`src/rtl/clkroot_pkg.sv`:
```
package clkroot_pkg;
    localparam int ADDR_W  = 3;
    localparam int DATA_W  = 32;
    localparam int SRC_W   = 3;
    localparam int NUM_SRC = 1 << SRC_W;
    localparam int NFLAG   = 4;

    // word addresses
    localparam logic [ADDR_W-1:0] A_CMD = 3'd0;
    localparam logic [ADDR_W-1:0] A_CFG = 3'd1;
    localparam logic [ADDR_W-1:0] A_M   = 3'd2;
    localparam logic [ADDR_W-1:0] A_N   = 3'd3;
    localparam logic [ADDR_W-1:0] A_D   = 3'd4;

    // command word bit positions
    localparam int CMD_REQ_B   = 0;
    localparam int CMD_EN_B    = 1;
    localparam int CMD_FLAG_LO = 4;
    localparam int CMD_OFF_B   = 31;

    // configuration word field positions
    localparam int CFG_SRC_LO  = 8;
    localparam int CFG_MODE_LO = 12;
    localparam logic [1:0] MODE_DUAL = 2'd2;

    // changed-flag index, in command-bit order
    localparam int FL_CFG = 0;
    localparam int FL_N   = 1;
    localparam int FL_M   = 2;
    localparam int FL_D   = 3;

    typedef enum logic [1:0] {
        SEQ_IDLE   = 2'd0,
        SEQ_ARMED  = 2'd1,
        SEQ_SETTLE = 2'd2
    } seq_e;
endpackage

```
`src/rtl/clkroot_seq.sv`:
```
module clkroot_seq
    import clkroot_pkg::*;
(
    input  logic              clk_i,
    input  logic              rst_ni,
    input  logic              wr_en_i,
    input  logic [ADDR_W-1:0] addr_i,
    input  logic              req_bit_i,
    input  logic              en_bit_i,
    output logic              busy_o,
    output logic              copy_o,
    output logic              root_en_o
);
    typedef struct packed {
        seq_e st;
        logic en;
    } seq_t;

    seq_t s_d, s_q;
    logic cmd_wr;

    always_comb begin
        s_d    = s_q;
        cmd_wr = wr_en_i && (addr_i == A_CMD);
        if (cmd_wr) begin
            s_d.en = en_bit_i;
        end
        unique case (s_q.st)
            SEQ_IDLE:   if (cmd_wr && req_bit_i) s_d.st = SEQ_ARMED;
            SEQ_ARMED:  s_d.st = SEQ_SETTLE;
            SEQ_SETTLE: s_d.st = SEQ_IDLE;
            default:    s_d.st = SEQ_IDLE;
        endcase
    end

    always_ff @(posedge clk_i or negedge rst_ni) begin
        if (!rst_ni) begin
            s_q <= '{st: SEQ_IDLE, en: 1'b0};
        end else begin
            s_q <= s_d;
        end
    end

    assign busy_o    = (s_q.st != SEQ_IDLE);
    assign copy_o    = (s_q.st == SEQ_ARMED);
    assign root_en_o = s_q.en;
endmodule

```
`src/rtl/clkroot_shadow.sv`:
```
module clkroot_shadow
    import clkroot_pkg::*;
#(
    parameter int PDIV_W = 5,
    parameter int MND_W  = 8
) (
    input  logic              clk_i,
    input  logic              rst_ni,
    input  logic              wr_en_i,
    input  logic [ADDR_W-1:0] addr_i,
    input  logic [PDIV_W-1:0] wr_pdiv_i,
    input  logic [SRC_W-1:0]  wr_src_i,
    input  logic [1:0]        wr_mode_i,
    input  logic [MND_W-1:0]  wr_mnd_i,
    input  logic              copy_i,
    output logic [PDIV_W-1:0] pdiv_o,
    output logic [SRC_W-1:0]  src_o,
    output logic [1:0]        mode_o,
    output logic [MND_W-1:0]  m_o,
    output logic [MND_W-1:0]  n_o,
    output logic [MND_W-1:0]  d_o,
    output logic [NFLAG-1:0]  flags_o
);
    typedef struct packed {
        logic [PDIV_W-1:0] pdiv;
        logic [SRC_W-1:0]  src;
        logic [1:0]        mode;
        logic [MND_W-1:0]  m;
        logic [MND_W-1:0]  n;
        logic [MND_W-1:0]  d;
        logic [NFLAG-1:0]  flags;
    } shd_t;

    shd_t r_d, r_q;
    logic [NFLAG-1:0] hit;

    always_comb begin
        r_d = r_q;
        hit = '0;
        if (wr_en_i) begin
            unique case (addr_i)
                A_CFG: begin
                    r_d.pdiv    = wr_pdiv_i;
                    r_d.src     = wr_src_i;
                    r_d.mode    = wr_mode_i;
                    hit[FL_CFG] = 1'b1;
                end
                A_N: begin
                    r_d.n     = wr_mnd_i;
                    hit[FL_N] = 1'b1;
                end
                A_M: begin
                    r_d.m     = wr_mnd_i;
                    hit[FL_M] = 1'b1;
                end
                A_D: begin
                    r_d.d     = wr_mnd_i;
                    hit[FL_D] = 1'b1;
                end
                default: ;
            endcase
        end
        // the copy edge clears flags, except those written in that same cycle
        if (copy_i) begin
            r_d.flags = hit;
        end else begin
            r_d.flags = r_q.flags | hit;
        end
    end

    always_ff @(posedge clk_i or negedge rst_ni) begin
        if (!rst_ni) begin
            r_q <= '0;
        end else begin
            r_q <= r_d;
        end
    end

    assign pdiv_o  = r_q.pdiv;
    assign src_o   = r_q.src;
    assign mode_o  = r_q.mode;
    assign m_o     = r_q.m;
    assign n_o     = r_q.n;
    assign d_o     = r_q.d;
    assign flags_o = r_q.flags;
endmodule

```
`src/rtl/clkroot_active.sv`:
```
module clkroot_active
    import clkroot_pkg::*;
#(
    parameter int PDIV_W = 5,
    parameter int MND_W  = 8
) (
    input  logic               clk_i,
    input  logic               rst_ni,
    input  logic               copy_i,
    input  logic [PDIV_W-1:0]  sh_pdiv_i,
    input  logic [SRC_W-1:0]   sh_src_i,
    input  logic [1:0]         sh_mode_i,
    input  logic [MND_W-1:0]   sh_m_i,
    input  logic [MND_W-1:0]   sh_n_i,
    input  logic [MND_W-1:0]   sh_d_i,
    output logic [PDIV_W-1:0]  pdiv_o,
    output logic [SRC_W-1:0]   src_o,
    output logic [NUM_SRC-1:0] onehot_o,
    output logic [1:0]         mode_o,
    output logic               dual_o,
    output logic [MND_W-1:0]   m_o,
    output logic [MND_W-1:0]   n_o,
    output logic [MND_W-1:0]   d_o
);
    typedef struct packed {
        logic [PDIV_W-1:0] pdiv;
        logic [SRC_W-1:0]  src;
        logic [1:0]        mode;
        logic [MND_W-1:0]  m;
        logic [MND_W-1:0]  n;
        logic [MND_W-1:0]  d;
    } act_t;

    act_t a_d, a_q;

    always_comb begin
        a_d = a_q;
        if (copy_i) begin
            a_d.pdiv = sh_pdiv_i;
            a_d.src  = sh_src_i;
            a_d.mode = sh_mode_i;
            a_d.m    = sh_m_i;
            a_d.n    = sh_n_i;
            a_d.d    = sh_d_i;
        end
    end

    always_ff @(posedge clk_i or negedge rst_ni) begin
        if (!rst_ni) begin
            a_q <= '0;
        end else begin
            a_q <= a_d;
        end
    end

    for (genvar g = 0; g < NUM_SRC; g++) begin : g_sel
        assign onehot_o[g] = (a_q.src == SRC_W'(g));
    end

    assign pdiv_o = a_q.pdiv;
    assign src_o  = a_q.src;
    assign mode_o = a_q.mode;
    assign dual_o = (a_q.mode == MODE_DUAL);
    assign m_o    = a_q.m;
    assign n_o    = a_q.n;
    assign d_o    = a_q.d;
endmodule

```
`src/rtl/clkroot_rdmux.sv`:
```
module clkroot_rdmux
    import clkroot_pkg::*;
#(
    parameter int PDIV_W = 5,
    parameter int MND_W  = 8
) (
    input  logic [ADDR_W-1:0] addr_i,
    input  logic              busy_i,
    input  logic              root_en_i,
    input  logic              root_off_i,
    input  logic [NFLAG-1:0]  flags_i,
    input  logic [PDIV_W-1:0] pdiv_i,
    input  logic [SRC_W-1:0]  src_i,
    input  logic [1:0]        mode_i,
    input  logic [MND_W-1:0]  m_i,
    input  logic [MND_W-1:0]  n_i,
    input  logic [MND_W-1:0]  d_i,
    output logic [DATA_W-1:0] rdata_o
);
    always_comb begin
        rdata_o = '0;
        unique case (addr_i)
            A_CMD: begin
                rdata_o[CMD_REQ_B]                 = busy_i;
                rdata_o[CMD_EN_B]                  = root_en_i;
                rdata_o[CMD_FLAG_LO +: NFLAG]      = flags_i;
                rdata_o[CMD_OFF_B]                 = root_off_i;
            end
            A_CFG: begin
                rdata_o[PDIV_W-1:0]                = pdiv_i;
                rdata_o[CFG_SRC_LO +: SRC_W]       = src_i;
                rdata_o[CFG_MODE_LO +: 2]          = mode_i;
            end
            A_M:     rdata_o[MND_W-1:0] = m_i;
            A_N:     rdata_o[MND_W-1:0] = n_i;
            A_D:     rdata_o[MND_W-1:0] = d_i;
            default: rdata_o = '0;
        endcase
    end
endmodule

```
`src/rtl/clkroot_ctrl.sv`:
```
// PDIV_W must stay at or below CFG_SRC_LO (8) so the fields do not overlap.
module clkroot_ctrl
    import clkroot_pkg::*;
#(
    parameter int PDIV_W = 5,
    parameter int MND_W  = 8
) (
    input  logic                clk_i,
    input  logic                rst_ni,
    input  logic                force_on_i,
    input  logic                wr_en_i,
    input  logic [ADDR_W-1:0]   addr_i,
    input  logic [DATA_W-1:0]   wdata_i,
    output logic [DATA_W-1:0]   rdata_o,
    output logic [PDIV_W-1:0]   pre_div_o,
    output logic [SRC_W-1:0]    src_sel_o,
    output logic [NUM_SRC-1:0]  src_onehot_o,
    output logic [1:0]          mode_o,
    output logic                mnd_active_o,
    output logic [MND_W-1:0]    m_o,
    output logic [MND_W-1:0]    n_o,
    output logic [MND_W-1:0]    d_o,
    output logic                root_en_o,
    output logic                root_off_o
);
    logic              busy, copy_p, root_en;
    logic [NFLAG-1:0]  flags;
    logic [PDIV_W-1:0] sh_pdiv;
    logic [SRC_W-1:0]  sh_src;
    logic [1:0]        sh_mode;
    logic [MND_W-1:0]  sh_m, sh_n, sh_d;

    clkroot_seq u_seq (
        .clk_i     (clk_i),
        .rst_ni    (rst_ni),
        .wr_en_i   (wr_en_i),
        .addr_i    (addr_i),
        .req_bit_i (wdata_i[CMD_REQ_B]),
        .en_bit_i  (wdata_i[CMD_EN_B]),
        .busy_o    (busy),
        .copy_o    (copy_p),
        .root_en_o (root_en)
    );

    clkroot_shadow #(.PDIV_W(PDIV_W), .MND_W(MND_W)) u_shadow (
        .clk_i     (clk_i),
        .rst_ni    (rst_ni),
        .wr_en_i   (wr_en_i),
        .addr_i    (addr_i),
        .wr_pdiv_i (wdata_i[PDIV_W-1:0]),
        .wr_src_i  (wdata_i[CFG_SRC_LO +: SRC_W]),
        .wr_mode_i (wdata_i[CFG_MODE_LO +: 2]),
        .wr_mnd_i  (wdata_i[MND_W-1:0]),
        .copy_i    (copy_p),
        .pdiv_o    (sh_pdiv),
        .src_o     (sh_src),
        .mode_o    (sh_mode),
        .m_o       (sh_m),
        .n_o       (sh_n),
        .d_o       (sh_d),
        .flags_o   (flags)
    );

    clkroot_active #(.PDIV_W(PDIV_W), .MND_W(MND_W)) u_active (
        .clk_i     (clk_i),
        .rst_ni    (rst_ni),
        .copy_i    (copy_p),
        .sh_pdiv_i (sh_pdiv),
        .sh_src_i  (sh_src),
        .sh_mode_i (sh_mode),
        .sh_m_i    (sh_m),
        .sh_n_i    (sh_n),
        .sh_d_i    (sh_d),
        .pdiv_o    (pre_div_o),
        .src_o     (src_sel_o),
        .onehot_o  (src_onehot_o),
        .mode_o    (mode_o),
        .dual_o    (mnd_active_o),
        .m_o       (m_o),
        .n_o       (n_o),
        .d_o       (d_o)
    );

    assign root_en_o  = root_en;
    assign root_off_o = !(root_en || force_on_i);

    clkroot_rdmux #(.PDIV_W(PDIV_W), .MND_W(MND_W)) u_rdmux (
        .addr_i     (addr_i),
        .busy_i     (busy),
        .root_en_i  (root_en),
        .root_off_i (root_off_o),
        .flags_i    (flags),
        .pdiv_i     (sh_pdiv),
        .src_i      (sh_src),
        .mode_i     (sh_mode),
        .m_i        (sh_m),
        .n_i        (sh_n),
        .d_i        (sh_d),
        .rdata_o    (rdata_o)
    );
endmodule

```
`config.mk`:
```
export PLATFORM = sky130hd
export DESIGN_NAME = clkroot_ctrl
export DESIGN_NICKNAME = d
export VERILOG_FILES = /design/src/rtl/clkroot_pkg.sv /design/src/rtl/clkroot_seq.sv /design/src/rtl/clkroot_shadow.sv /design/src/rtl/clkroot_active.sv /design/src/rtl/clkroot_rdmux.sv /design/src/rtl/clkroot_ctrl.sv
export SDC_FILE = /design/constraint.sdc
export NUM_CORES = 1
export LEC_CHECK = 0
export BUFFER_PORTS_ARGS = -buffer_cell sky130_fd_sc_hd__buf_2
export CORE_ASPECT_RATIO = 1.75
export CORE_MARGIN = 5
export CORE_UTILIZATION = 45
export DETAILED_ROUTE_END_ITERATION = 16
export PLACE_DENSITY = 0.76
export SYNTH_ARGS = -nofsm -noshare
export SYNTH_HDL_FRONTEND = slang
export SYNTH_SLANG_ARGS = --single-unit
```
`constraint.sdc`:
```
create_clock -name clk_i -period 1.32 [get_ports clk_i]
set_input_delay 0.264 -clock clk_i [delete_from_list [all_inputs] [get_ports clk_i]]
set_output_delay 0.264 -clock clk_i [all_outputs]
set_load 0.02 [all_outputs]
```
==> results of run 1 <==
[cell families (layout without fill, tap and decap cells)]
| logic type | count (synthesis) | in the layout | synth area share |
|---|---|---|---|
| muxes | 77 | 77 | 0.254 |
| DFF | 75 | 75 | 0.552 |
| and+or+nand+nor | 48 | 48 | 0.0928 |
| buffers and inverters | 33 | 149 | 0.0615 |
| AOI/OAI and AO/OA | 19 | 19 | 0.0390 |
| other | 1 | 18 | 0.00110 |
[cell type report]
cell class              count  area (sq um)
fillers                   514          2490
well taps                  88           110
clock buffers              13           260
clock inverters             2          35.0
inverters                   1          3.75
multi-input cells         162          1580
flip-flops and latches     75          1880
repair buffers            133          1100
[final timing paths]
kind | from | to | slack (ns) | depth (start not counted)
setup / recovery | u_shadow.m_o[4] | rdata_o[4] | -0.35 | 4
hold / removal | wdata_i[8] | u_shadow.src_o[0] | 0.16 | 2
setup reg to reg | u_seq.s_q[1] | u_active.d_o[5] | 0.05 | 4
hold reg to reg | u_shadow.flags_o[0] | u_shadow.flags_o[0] | 0.48 | 1
max in group asynchronous | rst_ni | u_shadow.m_o[6] | 0.45 | 3
min in group asynchronous | rst_ni | u_active.n_o[2] | 0.39 | 2
[power breakdown]
part	internal, mW	total (mW)	leakage (nW)	switching, mW
registers	2.91	3.35	0.917	0.440
logic	1.51	2.97	1.39	1.46
clock network	1.55	2.41	0.146	0.862
total	5.97	8.73	2.45	2.76
[per-stage QoR]
stage	instance area, sq um	cells
CTS	4830	468
global route	4970	474
detailed placement	4100	435
finish	4970	474
global placement	4100	435
floorplan	3520	270
[flip-flops by register name (all words and copies together), names as in the netlist, 2 cells and up]
signal            flops
u_shadow.pdiv_o       5
u_shadow.n_o          8
u_shadow.flags_o      4
u_active.d_o          8
u_active.src_o        3
u_shadow.mode_o       2
u_shadow.src_o        3
u_seq.s_q             2
u_active.n_o          8
u_shadow.d_o          8
u_shadow.m_o          8
u_active.m_o          8
u_active.mode_o       2
u_active.pdiv_o       5
[routing by layer]
metal	vias to the layer above	share of wire	global-route usage
li1	1138	-	-
met1	1240	0.33	0.204
met2	87	0.57	0.345
met3	18	0.060	0.0466
met4	0	0.034	0.113
met5	-	0	0
[cell usage in the layout, fill, tap and decap left out, types with 5 or more instances in the layout]
master | Yosys | final
dfrtp_1 | 75 | 72
conb_1 | 1 | 18
buf_6 | 0 | 39
buf_2 | 5 | 51
buf_12 | 0 | 5
mux2_2 | 73 | 69
buf_4 | 21 | 36
clkbuf_16 | 0 | 10
nor2_4 | 0 | 5
[what timing repair did]
item / CTS / global route
pin swaps: 14 / 7
hold endpoints to repair: 21 / 0
hold buffers: 1 / 0
gates cloned: 0 / 1
buffers inserted: 17 / 5
gates resized for setup: 90 / 19
setup endpoints to repair: 23 / 57
==> results.cfg, run 1 <==
[outcome]
outcome = finished with violations
violations = negative setup slack

[setup_path]
crit_chain = mux2_4 -> a32oi_2 -> o21ai_2 -> buf_6
slowest_delay_ns = 0.39
required_ns = 1.06
cp-start-kind = flip-flop
crit_slowest_cell = dfrtp_1
crit_type = reg2out
arrival_ns = 1.41
critPathBufInv = 1
critPathCaptureType = primary output
path_max_fanout = 2
crit_family = flip-flops

[yosys]
seq_area_frac_synth = 0.552
synthTopCellsByArea = dfrtp_1 55%, mux2_2 24%, buf_4 4.6%, mux2i_1 1.2%, and2_1 0.92%
syn_avg_cell_area_sq_um = 13.4
synth_common_cells = 75 x dfrtp_1, 73 x mux2_2, 21 x buf_4
synthDominantAreaCellType = dfrtp_1
yosys_warnings = 0
async_flop_share = 1.00
synthCells = 253
yosysMostFrequentCell = dfrtp_1
synth_top_area_frac = 0.552
netlist_area_sq_um = 3400
ys_types = 33
synth-seq-cells = 75
synth_edf_count = 0
ys.flop_type = dfrtp_1

[timing]
timing.final.ws_setup_ns = -0.353
hold_viol = 0
fin_setup_tns_ns = -4.71
worst_pin_slew_ns = 0.516
post-route-min-period_ns = 1.67
finalCritPeriodShare = 1.27
setup_violations = 27
finalHoldWorstSlack_ns = 0.159
slew_violations = 0
skew_ns = 0.00338
rsz0062_at_grt = yes
fmax_mhz = 598
slew_headroom = 0.656

[clock_tree]
cts.path.max_buffers = 2
cts_root_buf = clkbuf_16
cts_tree = yes
htreeDepth = 3
cts_buffers = 9
insertion_delay_ns = 0.33
cts.sinks = 75
path_clk_slew_ns = 0.06

[floorplanning]
fp.dieH_um = 125
core_area_sq_um = 7460
start_util = 0.456
die_w_um = 75.7
rows = 42
die_area_sq_um = 9460
ios = 116

[grt]
first_global_vias = 2663
grt_use_total = 0.197
gr-total-overflow = 0
grt_antenna_before_repair = 0
grt_pass1_wl_mm = 13.7
grt_max_degree = 29

[detailed_routing]
drc = 0
wl_per_cell_um = 18.8
vias = 2483
dr.pass1.iters = 4
via_per_inst = 5.24
routed_wl_mm = 8.91
drtAntennaViolNets = 0
first_iter_violations = 53

[pwr]
peakVddDrop_uv = 1580
totalPowerFinal_mw = 8.73
p_leak_nw = 2.45
power_density_nw_per_um2 = 1760

[placement]
preCtsSetupSlack_ns = -0.267
gp_congestion = 0.838
portBuffers = 78
hpwl_mm = 5.74

[job]
maxCapViolCount = 0

[final_layout]
layout-drive-gt1-share = 0.668
final_util = 0.666
nets = 421
syn_to_final_growth_pct = 46.3
n_antenna_cell = 0

[min_path]
hold_path_class = in2reg
Note: power is estimated with default switching activity, not from simulation.
==> inputs of run 2 (changes only) <==
--- a/config.mk
+++ b/config.mk
@@ -7,7 +7,7 @@
 export LEC_CHECK = 0
 export BUFFER_PORTS_ARGS = -buffer_cell sky130_fd_sc_hd__buf_2
 export CORE_ASPECT_RATIO = 1.75
-export CORE_MARGIN = 5
+export CORE_MARGIN = 4
 export CORE_UTILIZATION = 45
 export DETAILED_ROUTE_END_ITERATION = 16
 export PLACE_DENSITY = 0.76
==> run 2 against run 1 <==
The run still ends with negative setup slack left. First-iteration DRC count is 74% higher. Maximum frequency rose by 0.91%. Combinational power shrank 4%. Clock power grew 10%. Via count is 1.3% lower. Cell area rose by 0.75%. Cell count rose by 1.9%. Core utilization grew 2.1 points. Clock skew about the same. Largest cell class unchanged. Die area decreased by 4.2%. Clock-buffer cell count decreased by 2. Non-clock buffer count increased by 10.
==> results.cfg, run 2 (same netlist as run 1, synthesis figures left out) <==
[floorplanning]
ios = 116
fp.dieH_um = 123
die_area_sq_um = 9060
core_area_sq_um = 7280
die_w_um = 73.7
start_util = 0.467
rows = 41

[grt]
first_global_vias = 2542
grt_use_total = 0.185
grt_antenna_before_repair = 0
grt_max_degree = 40
grt_pass1_wl_mm = 12.5
gr-total-overflow = 0

[detailed_routing]
routed_wl_mm = 8.25
drc = 0
dr.pass1.iters = 4
wl_per_cell_um = 17.1
vias = 2451
first_iter_violations = 92
drtAntennaViolNets = 0
via_per_inst = 5.07

[timing]
timing.final.ws_setup_ns = -0.338
fmax_mhz = 603
hold_viol = 0
rsz0062_at_grt = yes
finalCritPeriodShare = 1.26
post-route-min-period_ns = 1.66
skew_ns = 0.00300
slew_violations = 0
setup_violations = 20

[setup_path]
timing.rr.start = u_seq.s_q[2]
required_ns = 1.06
timing.rr.end = u_active.d_o[3]
slowest_delay_ns = 0.40
path_max_fanout = 2
crit_slowest_cell = dfrtp_1
arrival_ns = 1.39
reg2reg_slack_ns = 0.06
crit_chain = mux2_4 -> a32oi_2 -> o21ai_2 -> buf_6
ff2ff_path_depth = 3
critPathBufInv = 1
crit_path_end = rdata_o[4]
crit_type = reg2out
crit_family = flip-flops
startpoint = u_shadow.m_o[4]
cp-start-kind = flip-flop
worstSetupPathDepth = 4
critPathCaptureType = primary output

[clock_tree]
path_clk_slew_ns = 0.06
cts.sinks = 75
cts.path.max_buffers = 2
htreeDepth = 3
cts_buffers = 9
cts_root_buf = clkbuf_16
insertion_delay_ns = 0.33
cts_tree = yes

[outcome]
outcome = finished with violations
violations = negative setup slack

[final_layout]
layout-drive-gt1-share = 0.688
n_antenna_cell = 0
final_common_cell = dfrtp_1
nets = 431
layout_common_cells = 72 x dfrtp_1, 70 x mux2_2, 55 x buf_4
final_util = 0.688
fin_area_sq_um = 5010
syn_to_final_growth_pct = 47.4

[pwr]
peakVddDrop_uv = 1260
p_leak_nw = 2.48
power_density_nw_per_um2 = 1760

[placement]
portBuffers = 78
hpwl_mm = 5.50
gp_congestion = 0.797
preCtsSetupSlack_ns = -0.295
post_dp_cell_area_sq_um = 4120

[min_path]
hold_path_class = in2reg

[job]
maxCapViolCount = 0
run 2: cell types whose count changed in the layout (fill, tap and decap cells not counted), sizes merged:
cell and delta:
buf +11, bufinv +1, clkinv +2, clkbuf -3
run 2: repair_timing:
item | 4_1_cts | 5_1_grt
hold buffers | 1 | 0
buffers inserted | 18 | 11
setup endpoints to repair | 23 | 26
pin swaps | 16 | 12
endpoints found under the hold margin | 10 | 0
gates resized for setup | 79 | 25
run 2: how the worst min path moves through the flow:
| stage | end | from | cells past startpoint |
|---|---|---|---|
| floorplan | u_active.d_o[0] | rst_ni | 0 |
| global route | u_shadow.src_o[0] | wdata_i[8] | 2 |
| finish | u_shadow.src_o[1] | wdata_i[9] | 2 |
| detailed placement | u_active.m_o[3] | rst_ni | 1 |
| CTS | u_shadow.src_o[1] | wdata_i[9] | 2 |
| global placement | u_active.m_o[3] | rst_ni | 1 |
run 2: per-stage QoR:
step	total power [mW]	setup TNS, ns	hold slack [ns]	cells
3_3_place_gp	5.48	-8.10	0.168	438
6_report	8.82	-3.32	0.164	483
3_5_place_dp	5.56	-8.42	0.174	438
4_1_cts	8.67	-3.20	0.158	473
2_1_floorplan	4.73	-0.658	-0.0316	270
5_1_grt	9.22	-4.23	0.166	483
run 2: layout make-up:
cell class,count,area [sq um]
Fill cell,508,2270
Sequential cell,75,1880
Multi-Input combinational cell,162,1560
Timing Repair Buffer,143,1130
Clock buffer,11,253
Tap cell,86,108
Clock inverter,5,75.1
Inverter,1,3.75
run 2: metal layers:
metal | up-vias | track usage | share of wire | routed length, um
li1 | 1131 | - | - | -
met1 | 1229 | 0.198 | 0.36 | 2940
met2 | 79 | 0.340 | 0.57 | 4700
met3 | 12 | 0.0464 | 0.054 | 449
met4 | 0 | 0.0658 | 0.019 | 159
met5 | - | 0 | 0 | 0
run 2: worst register-to-register path, cell delays in order, from the launching register on:
cell,delay (ns)
dfrtp_1,0.37
nand2b_2,0.15
buf_12,0.23
mux2_2,0.38
run 2: where the power goes:
part | internal [mW] | switching (mW)
combinational | 1.46 | 1.39
sequential | 2.91 | 0.414
clock | 1.75 | 0.902
==> inputs of run 3 (changes only) <==
--- a/config.mk
+++ b/config.mk
@@ -7,7 +7,6 @@
 export LEC_CHECK = 0
 export BUFFER_PORTS_ARGS = -buffer_cell sky130_fd_sc_hd__buf_2
 export CORE_ASPECT_RATIO = 1.75
-export CORE_MARGIN = 4
 export CORE_UTILIZATION = 45
 export DETAILED_ROUTE_END_ITERATION = 16
 export PLACE_DENSITY = 0.76
==> run 3 against run 2 <==
The run still ends with negative setup slack left. Clock skew is essentially flat. Cell area grew 1.2%. Clock power shrank 15%. Largest cell class unchanged. Register-to-register slack worse by 0.04 ns. Maximum frequency is essentially flat. Global-route usage rose by 3.4 points. Largest power group unchanged. Non-clock buffer count is 6 lower. Wire length up 5.3%. Clock-buffer cell count is 3 higher.
==> results.cfg, run 3 (same netlist as run 1, synthesis figures left out) <==
[outcome]
outcome = finished with violations
violations = negative setup slack

[floorplanning]
rows = 41
die_w_um = 67.7
die_area_sq_um = 7920
start_util = 0.467
fp.dieH_um = 117
ios = 116
core_area_sq_um = 7280

[setup_path]
critPathCaptureType = primary output
arrival_ns = 1.39
timing.rr.end = u_active.d_o[2]
timing.rr.start = u_seq.s_q[1]
crit_path_end = rdata_o[4]
required_ns = 1.06
startpoint = u_shadow.m_o[4]
cp-start-kind = flip-flop
ff2ff_path_depth = 4
path_max_fanout = 2
reg2reg_slack_ns = 0.02
crit_type = reg2out

[pwr]
p_leak_nw = 2.54
power_density_nw_per_um2 = 1700
totalPowerFinal_mw = 8.61
peakVddDrop_uv = 1250

[grt]
grt_antenna_before_repair = 0
first_global_vias = 2476
grt_pass1_wl_mm = 12.1
gr-total-overflow = 0
grt_use_total = 0.218
grt_max_degree = 31

[detailed_routing]
dr.pass1.iters = 4
routed_wl_mm = 8.69
first_iter_violations = 91
highest_layer = met4
vias = 2502
dr_wl_met2_mm = 4.91
met3WireLength_um = 305
m1WireLength_mm = 3.23
via_per_inst = 5.23
drc = 0
wl_per_cell_um = 18.2
drtAntennaViolNets = 0

[timing]
fin_setup_tns_ns = -3.94
hold_viol = 0
slew_violations = 0
rsz0062_at_grt = yes
timing.final.ws_setup_ns = -0.337
finalCritPeriodShare = 1.26
post-route-min-period_ns = 1.66
setup_violations = 21
fmax_mhz = 604
skew_ns = 0.00333

[final_layout]
layout-drive-gt1-share = 0.673
fill_cells = 494
final_common_cell = dfrtp_1
register_area_sq_um = 1880
layout_common_cells = 72 x dfrtp_1, 54 x mux2_2, 50 x buf_4
syn_to_final_growth_pct = 49.1
nets = 426
n_antenna_cell = 0
multi_input_area_sq_um = 1670

[clock_tree]
path_clk_slew_ns = 0.05
cts.path.max_buffers = 2
cts_tree = yes
htreeDepth = 3
cts_root_buf = clkbuf_16
cts_buffers = 9
cts.sinks = 75
insertion_delay_ns = 0.33

[job]
maxCapViolCount = 0

[placement]
gp_congestion = 0.825
portBuffers = 78
hpwl_mm = 5.36

[min_path]
hold_path_class = in2reg
==> run 3: stage by stage <==
| stage | area [sq um] | hold WS, ns | setup slack, ns | utilization | std cells |
|---|---|---|---|---|---|
| after floorplan | 3520 | -0.0316 | -0.183 | - | 270 |
| after global routing | 5070 | 0.159 | -0.361 | 0.696 | 478 |
| after detailed placement | 4090 | 0.182 | -0.322 | 0.561 | 433 |
| after global placement | 4090 | 0.176 | -0.284 | 0.561 | 433 |
| after CTS | 4750 | 0.154 | -0.360 | 0.652 | 466 |
| final | 5070 | 0.158 | -0.337 | 0.696 | 478 |
==> run 3: worst min path at each step <==
stage,slack [ns],cells past startpoint,to,startpoint
floorplan,-0.03,0,u_active.d_o[0],rst_ni
global placement,0.18,1,u_active.m_o[6],rst_ni
detailed placement,0.18,1,u_active.n_o[2],rst_ni
CTS,0.15,2,u_shadow.src_o[1],wdata_i[9]
global route,0.16,2,u_shadow.src_o[0],wdata_i[8]
finish,0.16,2,u_shadow.src_o[1],wdata_i[9]
==> run 3: per-layer routing <==
metal | GRT usage | vias to the layer above
met2 | 0.381 | 82
met1 | 0.229 | 1273
met3 | 0.0572 | 15
met4 | 0.125 | 0
li1 | - | 1132
met5 | 0 | -
==> run 3: layout make-up <==
| type | count | share of cell area |
|---|---|---|
| clock buffer | 14 | 0.0521 |
| clock inverter | 2 | 0.00197 |
| inverter | 1 | 0.000740 |
| multi-input combinational | 163 | 0.329 |
| sequential | 75 | 0.371 |
| tap | 86 | 0.0212 |
| timing repair buffer | 137 | 0.224 |
==> run 3: repair_timing <==
action,in CTS,in global routing
cloned,0,5
setup buffers,16,7
setup endpoints to repair,23,60
pin swaps,14,7
hold buffers,1,0
resized for setup,73,46
hold endpoints to repair,20,0
==> run 3: worst max-delay path, stage by stage, from the launching register on <==
cell and delay, ns:
dfrtp_1 0.40, mux2_4 0.27, a32oi_2 0.16, o21ai_2 0.10, buf_6 0.14
==> run 3: where the power goes <==
part	switching [mW]	total, mW	internal, mW
sequential	0.448	3.35	2.91
combinational	1.45	3.02	1.57
clock	0.873	2.24	1.37
total	2.77	8.61	5.84
